[config.mk]
export PLATFORM = sky130hd
export DESIGN_NAME = trace_fill_unit
export DESIGN_NICKNAME = d
export VERILOG_FILES = /design/src/rtl/tfu_pkg.sv /design/src/rtl/tfu_slot_scan.sv /design/src/rtl/tfu_line_store.sv /design/src/rtl/trace_fill_unit.sv
export SDC_FILE = /design/constraint.sdc
export NUM_CORES = 2
export LEC_CHECK = 0
export ABC_AREA = 1
export ABC_CLOCK_PERIOD_IN_PS = 10700
export BUFFER_PORTS_ARGS = -buffer_cell sky130_fd_sc_hd__buf_2
export CORE_AREA = 8 8 501 503
export CTS_CLUSTER_DIAMETER = 120
export DETAILED_ROUTE_END_ITERATION = 7
export DIE_AREA = 0 0 509 511
export PLACE_DENSITY = 0.44
export SYNTH_ARGS = -nofsm -noshare
export SYNTH_HDL_FRONTEND = slang
export SYNTH_SLANG_ARGS = --single-unit
[constraint.sdc]
create_clock -name clk_i -period 10.7 [get_ports clk_i]
set_input_delay 1.07 -clock clk_i [delete_from_list [all_inputs] [get_ports clk_i]]
set_output_delay 1.07 -clock clk_i [all_outputs]
set_load 0.02 [all_outputs]
[src/rtl/tfu_pkg.sv]
package tfu_pkg;
  typedef enum logic {
    FILL_IDLE = 1'b0,
    FILL_BUSY = 1'b1
  } fill_state_e;
endpackage

[src/rtl/tfu_slot_scan.sv]
// Walks the slots of one fetch group against the running line limits.
module tfu_slot_scan #(
  parameter int N_INSTR = 24,
  parameter int M_BR    = 3,
  parameter int FETCH_W = 4,
  localparam int LEN_W  = $clog2(N_INSTR + 1),
  localparam int BC_W   = $clog2(M_BR + 1),
  localparam int CNT_W  = $clog2(FETCH_W + 1),
  localparam int SLOT_W = (FETCH_W > 1) ? $clog2(FETCH_W) : 1
) (
  input  logic [LEN_W-1:0]        len_i,
  input  logic [BC_W-1:0]         bc_i,
  input  logic [CNT_W-1:0]        cnt_i,
  input  logic [FETCH_W-1:0]      is_br_i,
  output logic [FETCH_W-1:0]      accept_o,
  output logic [FETCH_W*BC_W-1:0] br_idx_o,
  output logic [SLOT_W-1:0]       last_o,
  output logic                    close_o,
  output logic [LEN_W-1:0]        len_o,
  output logic [BC_W-1:0]         bc_o
);
  int   run_len;
  int   run_bc;
  logic done;

  always_comb begin
    run_len  = int'(len_i);
    run_bc   = int'(bc_i);
    done     = 1'b0;
    accept_o = '0;
    br_idx_o = '0;
    last_o   = '0;
    for (int k = 0; k < FETCH_W; k++) begin
      if (!done && k < int'(cnt_i)) begin
        accept_o[k]                 = 1'b1;
        br_idx_o[k*BC_W +: BC_W]    = BC_W'(run_bc);
        last_o                      = SLOT_W'(k);
        run_len                     = run_len + 1;
        if (is_br_i[k]) run_bc      = run_bc + 1;
        if (run_len >= N_INSTR || run_bc >= M_BR) done = 1'b1;
      end
    end
    close_o = done;
    len_o   = LEN_W'(run_len);
    bc_o    = BC_W'(run_bc);
  end
endmodule

[src/rtl/tfu_line_store.sv]
// Holds the line being built: instruction entries and branch direction flags.
module tfu_line_store #(
  parameter int N_INSTR = 24,
  parameter int M_BR    = 3,
  parameter int FETCH_W = 4,
  parameter int INSTR_W = 32,
  localparam int LEN_W  = $clog2(N_INSTR + 1),
  localparam int BC_W   = $clog2(M_BR + 1)
) (
  input  logic                       clk_i,
  input  logic                       rst_ni,
  input  logic                       clear_i,
  input  logic                       wr_en_i,
  input  logic [LEN_W-1:0]           base_i,
  input  logic [FETCH_W-1:0]         accept_i,
  input  logic [FETCH_W*INSTR_W-1:0] instr_i,
  input  logic [FETCH_W-1:0]         is_br_i,
  input  logic [FETCH_W-1:0]         taken_i,
  input  logic [FETCH_W*BC_W-1:0]    br_idx_i,
  output logic [N_INSTR*INSTR_W-1:0] line_o,
  output logic [M_BR-1:0]            flags_o
);
  for (genvar i = 0; i < N_INSTR; i++) begin : g_entry
    always_ff @(posedge clk_i or negedge rst_ni) begin
      if (!rst_ni) begin
        line_o[i*INSTR_W +: INSTR_W] <= '0;
      end else if (wr_en_i) begin
        for (int k = 0; k < FETCH_W; k++) begin
          if (accept_i[k] && (int'(base_i) + k == i))
            line_o[i*INSTR_W +: INSTR_W] <= instr_i[k*INSTR_W +: INSTR_W];
        end
      end
    end
  end

  for (genvar j = 0; j < M_BR; j++) begin : g_flag
    always_ff @(posedge clk_i or negedge rst_ni) begin
      if (!rst_ni) begin
        flags_o[j] <= 1'b0;
      end else if (clear_i) begin
        flags_o[j] <= 1'b0;
      end else if (wr_en_i) begin
        for (int k = 0; k < FETCH_W; k++) begin
          if (accept_i[k] && is_br_i[k] && (int'(br_idx_i[k*BC_W +: BC_W]) == j))
            flags_o[j] <= taken_i[k];
        end
      end
    end
  end
endmodule

[src/rtl/trace_fill_unit.sv]
module trace_fill_unit #(
  parameter int N_INSTR = 24,
  parameter int M_BR    = 3,
  parameter int FETCH_W = 4,
  parameter int PC_W    = 32,
  parameter int INSTR_W = 32
) (
  input  logic                            clk_i,
  input  logic                            rst_ni,
  input  logic                            miss_i,
  input  logic [PC_W-1:0]                 miss_pc_i,
  input  logic                            abort_i,
  input  logic                            grp_valid_i,
  input  logic [$clog2(FETCH_W+1)-1:0]    grp_cnt_i,
  input  logic [FETCH_W*PC_W-1:0]         grp_pc_i,
  input  logic [FETCH_W*INSTR_W-1:0]      grp_instr_i,
  input  logic [FETCH_W-1:0]              grp_is_br_i,
  input  logic [FETCH_W-1:0]              grp_taken_i,
  input  logic [FETCH_W*PC_W-1:0]         grp_tgt_i,
  output logic                            busy_o,
  output logic                            wr_valid_o,
  output logic [PC_W-1:0]                 wr_tag_o,
  output logic [$clog2(N_INSTR+1)-1:0]    wr_len_o,
  output logic [N_INSTR*INSTR_W-1:0]      wr_instr_o,
  output logic [$clog2(M_BR+1)-1:0]       wr_br_cnt_o,
  output logic [M_BR-1:0]                 wr_br_flags_o,
  output logic [PC_W-1:0]                 wr_target_o,
  output logic [PC_W-1:0]                 wr_fall_o
);
  import tfu_pkg::*;

  localparam int LEN_W  = $clog2(N_INSTR + 1);
  localparam int BC_W   = $clog2(M_BR + 1);
  localparam int SLOT_W = (FETCH_W > 1) ? $clog2(FETCH_W) : 1;

  fill_state_e         state_q;
  logic [PC_W-1:0]     tag_q, tgt_q, fall_q;
  logic [LEN_W-1:0]    len_q, nxt_len;
  logic [BC_W-1:0]     bc_q, nxt_bc;
  logic                wr_valid_q;
  logic                start, take, close;
  logic [FETCH_W-1:0]  accept;
  logic [FETCH_W*BC_W-1:0] br_idx;
  logic [SLOT_W-1:0]   last_slot;
  logic [PC_W-1:0]     last_pc, last_tgt, end_fall, end_tgt;
  logic                last_br;

  // abort wins over miss, miss wins over a group
  assign start = miss_i && !abort_i;
  assign take  = (state_q == FILL_BUSY) && grp_valid_i && !abort_i && !miss_i;

  tfu_slot_scan #(
    .N_INSTR(N_INSTR), .M_BR(M_BR), .FETCH_W(FETCH_W)
  ) u_scan (
    .len_i   (len_q),
    .bc_i    (bc_q),
    .cnt_i   (grp_cnt_i),
    .is_br_i (grp_is_br_i),
    .accept_o(accept),
    .br_idx_o(br_idx),
    .last_o  (last_slot),
    .close_o (close),
    .len_o   (nxt_len),
    .bc_o    (nxt_bc)
  );

  tfu_line_store #(
    .N_INSTR(N_INSTR), .M_BR(M_BR), .FETCH_W(FETCH_W), .INSTR_W(INSTR_W)
  ) u_store (
    .clk_i   (clk_i),
    .rst_ni  (rst_ni),
    .clear_i (start),
    .wr_en_i (take),
    .base_i  (len_q),
    .accept_i(accept),
    .instr_i (grp_instr_i),
    .is_br_i (grp_is_br_i),
    .taken_i (grp_taken_i),
    .br_idx_i(br_idx),
    .line_o  (wr_instr_o),
    .flags_o (wr_br_flags_o)
  );

  always_comb begin
    last_pc  = '0;
    last_tgt = '0;
    last_br  = 1'b0;
    for (int k = 0; k < FETCH_W; k++) begin
      if (SLOT_W'(k) == last_slot) begin
        last_pc  = grp_pc_i[k*PC_W +: PC_W];
        last_tgt = grp_tgt_i[k*PC_W +: PC_W];
        last_br  = grp_is_br_i[k];
      end
    end
    end_fall = last_pc + PC_W'(4);
    end_tgt  = last_br ? last_tgt : end_fall;
  end

  always_ff @(posedge clk_i or negedge rst_ni) begin
    if (!rst_ni) begin
      state_q    <= FILL_IDLE;
      tag_q      <= '0;
      len_q      <= '0;
      bc_q       <= '0;
      tgt_q      <= '0;
      fall_q     <= '0;
      wr_valid_q <= 1'b0;
    end else begin
      wr_valid_q <= 1'b0;
      if (abort_i) begin
        state_q <= FILL_IDLE;
      end else if (start) begin
        state_q <= FILL_BUSY;
        tag_q   <= miss_pc_i;
        len_q   <= '0;
        bc_q    <= '0;
      end else if (take) begin
        len_q <= nxt_len;
        bc_q  <= nxt_bc;
        if (close) begin
          state_q    <= FILL_IDLE;
          wr_valid_q <= 1'b1;
          tgt_q      <= end_tgt;
          fall_q     <= end_fall;
        end
      end
    end
  end

  assign busy_o      = (state_q == FILL_BUSY);
  assign wr_valid_o  = wr_valid_q;
  assign wr_tag_o    = tag_q;
  assign wr_len_o    = len_q;
  assign wr_br_cnt_o = bc_q;
  assign wr_target_o = tgt_q;
  assign wr_fall_o   = fall_q;
endmodule

After elaboration in Yosys (flattened, before gate mapping) --
Cells that the tools add are included.
Storage, ports and cells: bits in registers 876, input bits 432, output and inout port bits 876, logic and storage cells 534
Cells by class: add/sub/neg operators 11, $lt $le $gt $ge 12, equality and inequality tests 103, muxes and demuxes 174, bitwise logic cells 2, reduce and logical (&&, ||, !) cells 198
Operators with widths (count):
- 2-to-1 mux 32 bit | 119
- equality test 32 x 5 -> 1 bit (second input constant) | 24
- equality test 32 x 6 -> 1 bit (second input constant) | 24
- equality test 32 x 4 -> 1 bit (second input constant) | 12
- adder 32 x 2 -> 32 bit (second input constant) | 6
- equality test 32 x 3 -> 1 bit (second input constant) | 6
- greater-or-equal comparator 32 x 3 -> 1 bit (second input constant) | 4
- greater-or-equal comparator 32 x 6 -> 1 bit (second input constant) | 4
- logical NOT 32 bit | 4
- logical AND 1 bit | 119
- equality test 32 x 2 -> 1 bit (second input constant) | 3
- nonzero test 4 bit | 24
- equality test 5 bit (second input constant) | 16
- AND reduction 2 bit | 30
- 2-to-1 mux 1 bit | 43
- adder 32 x 3 -> 32 bit (second input constant) | 1
- equality test 5 x 4 -> 1 bit (second input constant) | 4
- 2-to-1 mux 2 bit | 9
- equality test 2 bit (second input constant) | 8
- 2-to-1 mux 5 bit | 3
- nonzero test 5 bit | 3
- adder 5 x 2 -> 6 bit (second input constant) | 2
- equality test 5 x 3 -> 1 bit (second input constant) | 2
- logical NOT 2 bit | 5
- 13 further kinds | 25

Logic depth before layout (Yosys ltp) --
word-level depth 32, gate-level depth with buffers 35

Hierarchy --
From an unflattened synthesis, not the netlist that was laid out.
Second synthesis, totals: cell total of the unflattened synthesis 11331, area total of the unflattened synthesis 65728.0 um^2
Modules (own cells, without submodules):
- tfu_line_store | instances 1, cells each 9889, area an instance 57017.2 um^2, sequential area each 19293.5 um^2
- trace_fill_unit | instances 1, cells each 1128, area an instance 7148.1 um^2, sequential area each 2627.5 um^2
- tfu_slot_scan | instances 1, cells each 314, area an instance 1562.7 um^2, sequential area each 0.0 um^2

Least setup slack after synthesis --
No wires, ideal clock.
path kind reg-to-reg, start register len_q[0], in the netlist wr_len_o[0], end register tgt_q[18], in the netlist wr_target_o[18], setup time 0.077 ns, arrival time 5.020 ns, slack 5.603 ns, stages on the path, launching flop included 32, path buffers 3, period minus slack after synthesis 5.097 ns, cell sequence dfrtp_1 > ha_1 > clkbuf_1 > clkinv_1 > nor2_1 > ha_1 > nor2_2 > nand3_4 > nand3_2 > buf_6 > nand2_1 > o21ai_2 > inv_1 > ha_1 > or2_2 > nand2_1 > nor2_1 > nor2_1 > nand3_1 > nand2_2 > nand3_4 > buf_6 > nand3_1 > nand2_1 > inv_2 > ha_1 > nand2_1 > nor2_2 > nand2_1 > xor2_1 > nand2_1 > a21oi_1
Between the ends: longest elaborated chain between the ends 25
RTL lines:
- from (decl) | line trace_fill_unit.sv:38 | logic [LEN_W-1:0] len_q, nxt_len;
- from (signal assigned) | line trace_fill_unit.sv:118 | len_q <= nxt_len;
- adder 5 x 1 -> 6 bit | line tfu_slot_scan.sv:38 | run_len = run_len + 1;
- greater-or-equal comparator 32 x 6 -> 1 bit | line tfu_slot_scan.sv:40 | if (run_len >= N_INSTR || run_bc >= M_BR) done = 1'b1;
- logical OR 1 bit | line tfu_slot_scan.sv:40
- 2-to-1 mux 1 bit | line tfu_slot_scan.sv:40
- 2-to-1 mux 1 bit | line tfu_slot_scan.sv:34 | if (!done && k < int'(cnt_i)) begin
- logical NOT 1 bit | line tfu_slot_scan.sv:34
- logical AND 1 bit | line tfu_slot_scan.sv:34
- 2-to-1 mux 32 bit | line tfu_slot_scan.sv:34
- [6 not listed]
- 2-to-1 mux 1 bit | line tfu_slot_scan.sv:34
- logical NOT 1 bit | line tfu_slot_scan.sv:34
- logical AND 1 bit | line tfu_slot_scan.sv:34
- 2-to-1 mux 2 bit | line tfu_slot_scan.sv:34
- logical NOT 2 bit | line trace_fill_unit.sv:89 | if (SLOT_W'(k) == last_slot) begin
- 2-to-1 mux 32 bit (4 in series) | line trace_fill_unit.sv:89
- adder 32 x 3 -> 32 bit | line trace_fill_unit.sv:95 | end_fall = last_pc + PC_W'(4);
- 2-to-1 mux 32 bit | line trace_fill_unit.sv:96 | end_tgt = last_br ? last_tgt : end_fall;
- to (signal assigned) | line trace_fill_unit.sv:123 | tgt_q <= end_tgt;
- to (decl) | line trace_fill_unit.sv:37 | logic [PC_W-1:0] tag_q, tgt_q, fall_q;
Parallel ways exist; a longest one is shown, timed or not. The select of a mux whose other input is x is not followed. A chain may end at the register's enable or synchronous reset.

Worst setup path in the final report --
start register len_q[0], in the netlist wr_len_o[0], end register u_store.line_o[297]
Between the ends: longest elaborated chain between the ends 21
RTL lines:
- adder 5 x 1 -> 6 bit | line tfu_slot_scan.sv:38, tfu_line_store.sv:29
- greater-or-equal comparator 32 x 6 -> 1 bit | line tfu_slot_scan.sv:40
- logical OR 1 bit | line tfu_slot_scan.sv:40
- 2-to-1 mux 1 bit | line tfu_slot_scan.sv:40
- 2-to-1 mux 1 bit | line tfu_slot_scan.sv:34
- logical NOT 1 bit | line tfu_slot_scan.sv:34
- logical AND 1 bit | line tfu_slot_scan.sv:34
- 2-to-1 mux 32 bit | line tfu_slot_scan.sv:34
- [5 not listed]
- 2-to-1 mux 1 bit | line tfu_slot_scan.sv:40
- 2-to-1 mux 1 bit | line tfu_slot_scan.sv:34
- logical NOT 1 bit | line tfu_slot_scan.sv:34
- logical AND 1 bit | line tfu_slot_scan.sv:34
- 2-to-1 mux 1 bit | line tfu_slot_scan.sv:34
- logical AND 1 bit | line tfu_line_store.sv:29 | if (accept_i[k] && (int'(base_i) + k == i))
- nonzero test 4 bit (no source line)
- AND reduction 2 bit (no source line)
- to (signal, indexed assignment) | line tfu_line_store.sv:30 | line_o[i*INSTR_W +: INSTR_W] <= instr_i[k*INSTR_W +: INSTR_W];
- to (decl) | line tfu_line_store.sv:20 | output logic [N_INSTR*INSTR_W-1:0] line_o,
Parallel ways exist; a longest one is shown, timed or not. The select of a mux whose other input is x is not followed.

==> reports/metrics.yaml <==
status: "finished, final reports clean"
synth.distinct_cells: 51
hold-worst-slack_ns: 0.246
synth_edf_count: 0
max-slew-margin-rel_pct: 11.9
io_pins: 1308
setup_viol: 0
antenna_found_initial: 36
grt.total_usage_pct: 31.6
rsz0062_at_grt: "false"
cts.path.max_buffers: 3
cts_tree: "built"
fp.dieH_um: 511
drtIter0Drc: 8289
cpMaxStageDelayCell: "a31oi_4"
max_freq_ghz: 0.121
maxCapViolCount: 0
hold_buffers: 0
ys_warn_count: 0
async_reset_ff_share_pct: 100
power_density_mw_per_mm2: 233
ys_seq_area_share_pct: 36.9
syn_area_per_cell_um2: 7.10
drive_gt1_share_pct: 20.4
cts_setup_buffers: 0
grt_busiest_layer: "met2"
synthesis.nets: 8820
gp_congestion: 1.01
row_count: 181
core_mm2: 0.243
viasPerCell: 5.84
critPathKind: "reg2reg"
cp_slowest_stage_delay_ns: 0.91
clock-sinks: 876
wire_per_inst_um: 35.4
ys_top_cells_by_area: "dfrtp_1 37%, o211ai_1 15%, nand2_1 12%"
io_buffer_count: 1307
grt_use_met1_pct: 35.0
post-route-min-period_ns: 8.26
arrival_ns: 8.97
endpoint_kind: "register"
dp_cells: 12000
die_width_um: 509
hp-class: "in2async"
nNetsFinal: 9411
synth_cells: 8370
irDropWorstVdd_uv: 157
hold_viol_final: 0
worstReg2RegStart: "wr_len_o[0]"
root_buffer: "clkbuf_16"
wirelength_um: 435000
grt_max_degree: 150
dr_total_vias: 71800
netlist_top_cells_count: "1837 x nand2_1, 1224 x o211ai_1, 899 x nor2_1, 876 x dfrtp_1, 681 x clkbuf_1"
drc: 0
crit_top_cell: "nor2_1"
cts_resized: 0
r2r-end: "u_store.line_o[297]"
drtPass1Iterations: 6
yosys.area.top_type: "dfrtp_1"
syn2layout_area_growth_pct: 20.8
met3_usage_pct: 7.95
ant_nets: 0
instances_no_fill: 12300
grt_pass1_vias: 68000
yosys.cell_count.top_type: "nand2_1"
ys_seq_elements: 876
finalSetupTns_ns: 0
use_met2_pct: 52.2
p_leak_nw: 33.2
drv_slew: 0
synth_flop_cell: "dfrtp_1"
multiInputGateArea_mm2: 0.0330
r2r_setup_slack_ns: 2.44
syn_area_mm2: 0.0594
worstMarginPinSlew_ns: 1.32
start_util_pct: 24.5
cts_max_level: 3
synth_top_area_share_pct: 36.9
overflow: 0
path_clk_slew_ns: 0.06
place.detailed.hpwl_um: 297000
reg2reg_depth: 25
num-fill-cells: 26500
numCtsBuffers: 118
crit_path_start_kind: "register"
grt_pass1_wl_um: 585000
timing.final.crit_share_pct: 77.2
fin_skew_ns: 0.0299
seq_area_mm2: 0.0219
clkLatencyLatePin_ns: 0.80
die_area_mm2: 0.260
cp_max_fo: 93
required_ns: 11.41
[cell usage in the layout, fill, tap and decap left out, types with 5 or more instances in the layout]
| master | count |
|---|---|
| o21ai_0 | 628 |
| a31oi_4 | 19 |
| diode_2 | 25 |
| dfrtp_1 | 876 |
| a21oi_1 | 279 |
| xor2_1 | 21 |
| nand3_1 | 627 |
| or2_2 | 12 |
| o211ai_1 | 1224 |
| buf_2 | 1306 |
| a31oi_1 | 513 |
| nor2_2 | 9 |
| a22o_1 | 5 |
| ha_1 | 18 |
| nand2_1 | 1806 |
| nand2_4 | 14 |
| nor3_1 | 19 |
| o21ai_1 | 18 |
| nand3_4 | 11 |
| nor2_4 | 15 |
| nor2_1 | 887 |
| nand2_2 | 34 |
| inv_2 | 43 |
| inv_1 | 149 |
| bufinv_16 | 9 |
| a22oi_1 | 18 |
| buf_4 | 166 |
| clkbuf_16 | 118 |
| nand4_1 | 44 |
| a21boi_0 | 5 |
| clkinv_2 | 22 |
| buf_12 | 5 |
| xnor2_1 | 5 |
| clkinv_1 | 14 |
| nand3b_1 | 6 |
| clkbuf_8 | 32 |
| nor3_2 | 9 |
| clkbuf_1 | 27 |
[metrics by stage]
| step | total power, mW | setup WS (ns) | area [µm²] | utilization (%) |
|---|---|---|---|---|
| floorplan | 8.84 | 5.60 | 59400 | - |
| CTS | 16.8 | 2.39 | 71700 | 29.6 |
| global route | 17.4 | 1.82 | 71700 | 29.6 |
| global placement | 12.4 | 2.45 | 67600 | 27.9 |
| finish | 16.7 | 2.44 | 71800 | 29.6 |
| detailed placement | 12.5 | 2.43 | 67600 | 27.9 |
[cell families after synthesis]
logic type      Yosys count  share of synthesized area, %
compound gates         2730                          29.9
mux                       2                        0.0358
xor+xnor                 26                         0.383
fa+ha+maj                18                         0.379
flops                   876                          36.9
simple gates           3501                          24.1
buf+inv                1217                          8.30
[power by group]
part	internal, mW	total (mW)	switching [mW]
Combinational	1.96	6.98	5.02
Clock	2.47	4.28	1.81
Sequential	4.28	5.48	1.19
[registers in the layout (all words and copies together), names as in the netlist]
signal / count
wr_br_cnt_o: 2
wr_target_o: 32
u_store.flags_o: 3
wr_len_o: 5
wr_valid_o: 1
busy_o: 1
wr_tag_o: 32
u_store.line_o: 768
wr_fall_o: 32
[worst max-delay path by stage]
stage | endpoint | cells past startpoint | start
after CTS | u_store.line_o[300] | 25 | wr_len_o[0]
after detailed placement | u_store.line_o[300] | 25 | wr_len_o[0]
after floorplan | wr_target_o[18] | 31 | wr_len_o[0]
final | u_store.line_o[297] | 25 | wr_len_o[0]
after global routing | u_store.line_o[740] | 25 | wr_len_o[0]
after global placement | u_store.line_o[294] | 25 | wr_len_o[0]
[metal layers]
layer / up-vias / part of all wire (%)
li1: 30800 / -
met1: 35100 / 35
met2: 4566 / 46
met3: 1249 / 9.2
met4: 24 / 9.3
met5: - / 0.034
[layout make-up]
type | instances | area share, %
inverters | 210 | 1.11
clock inverters | 42 | 0.788
well taps | 3202 | 5.58
diodes | 25 | 0.0872
multi-input cells | 6277 | 46.0
flip-flops and latches | 876 | 30.5
clock buffers | 177 | 4.87
repair buffers | 1478 | 11.0
[worst max-delay path: cells and delay by family (launching register included)]
kind / cells / cell delay (ns)
and+or+nand+nor: 14 / 2.81
buffers and inverters: 5 / 2.25
adders and majority gates: 3 / 1.20
AOI/OAI and AO/OA: 3 / 1.20
DFF: 1 / 0.55
Note: power is estimated with default switching activity, not from simulation.
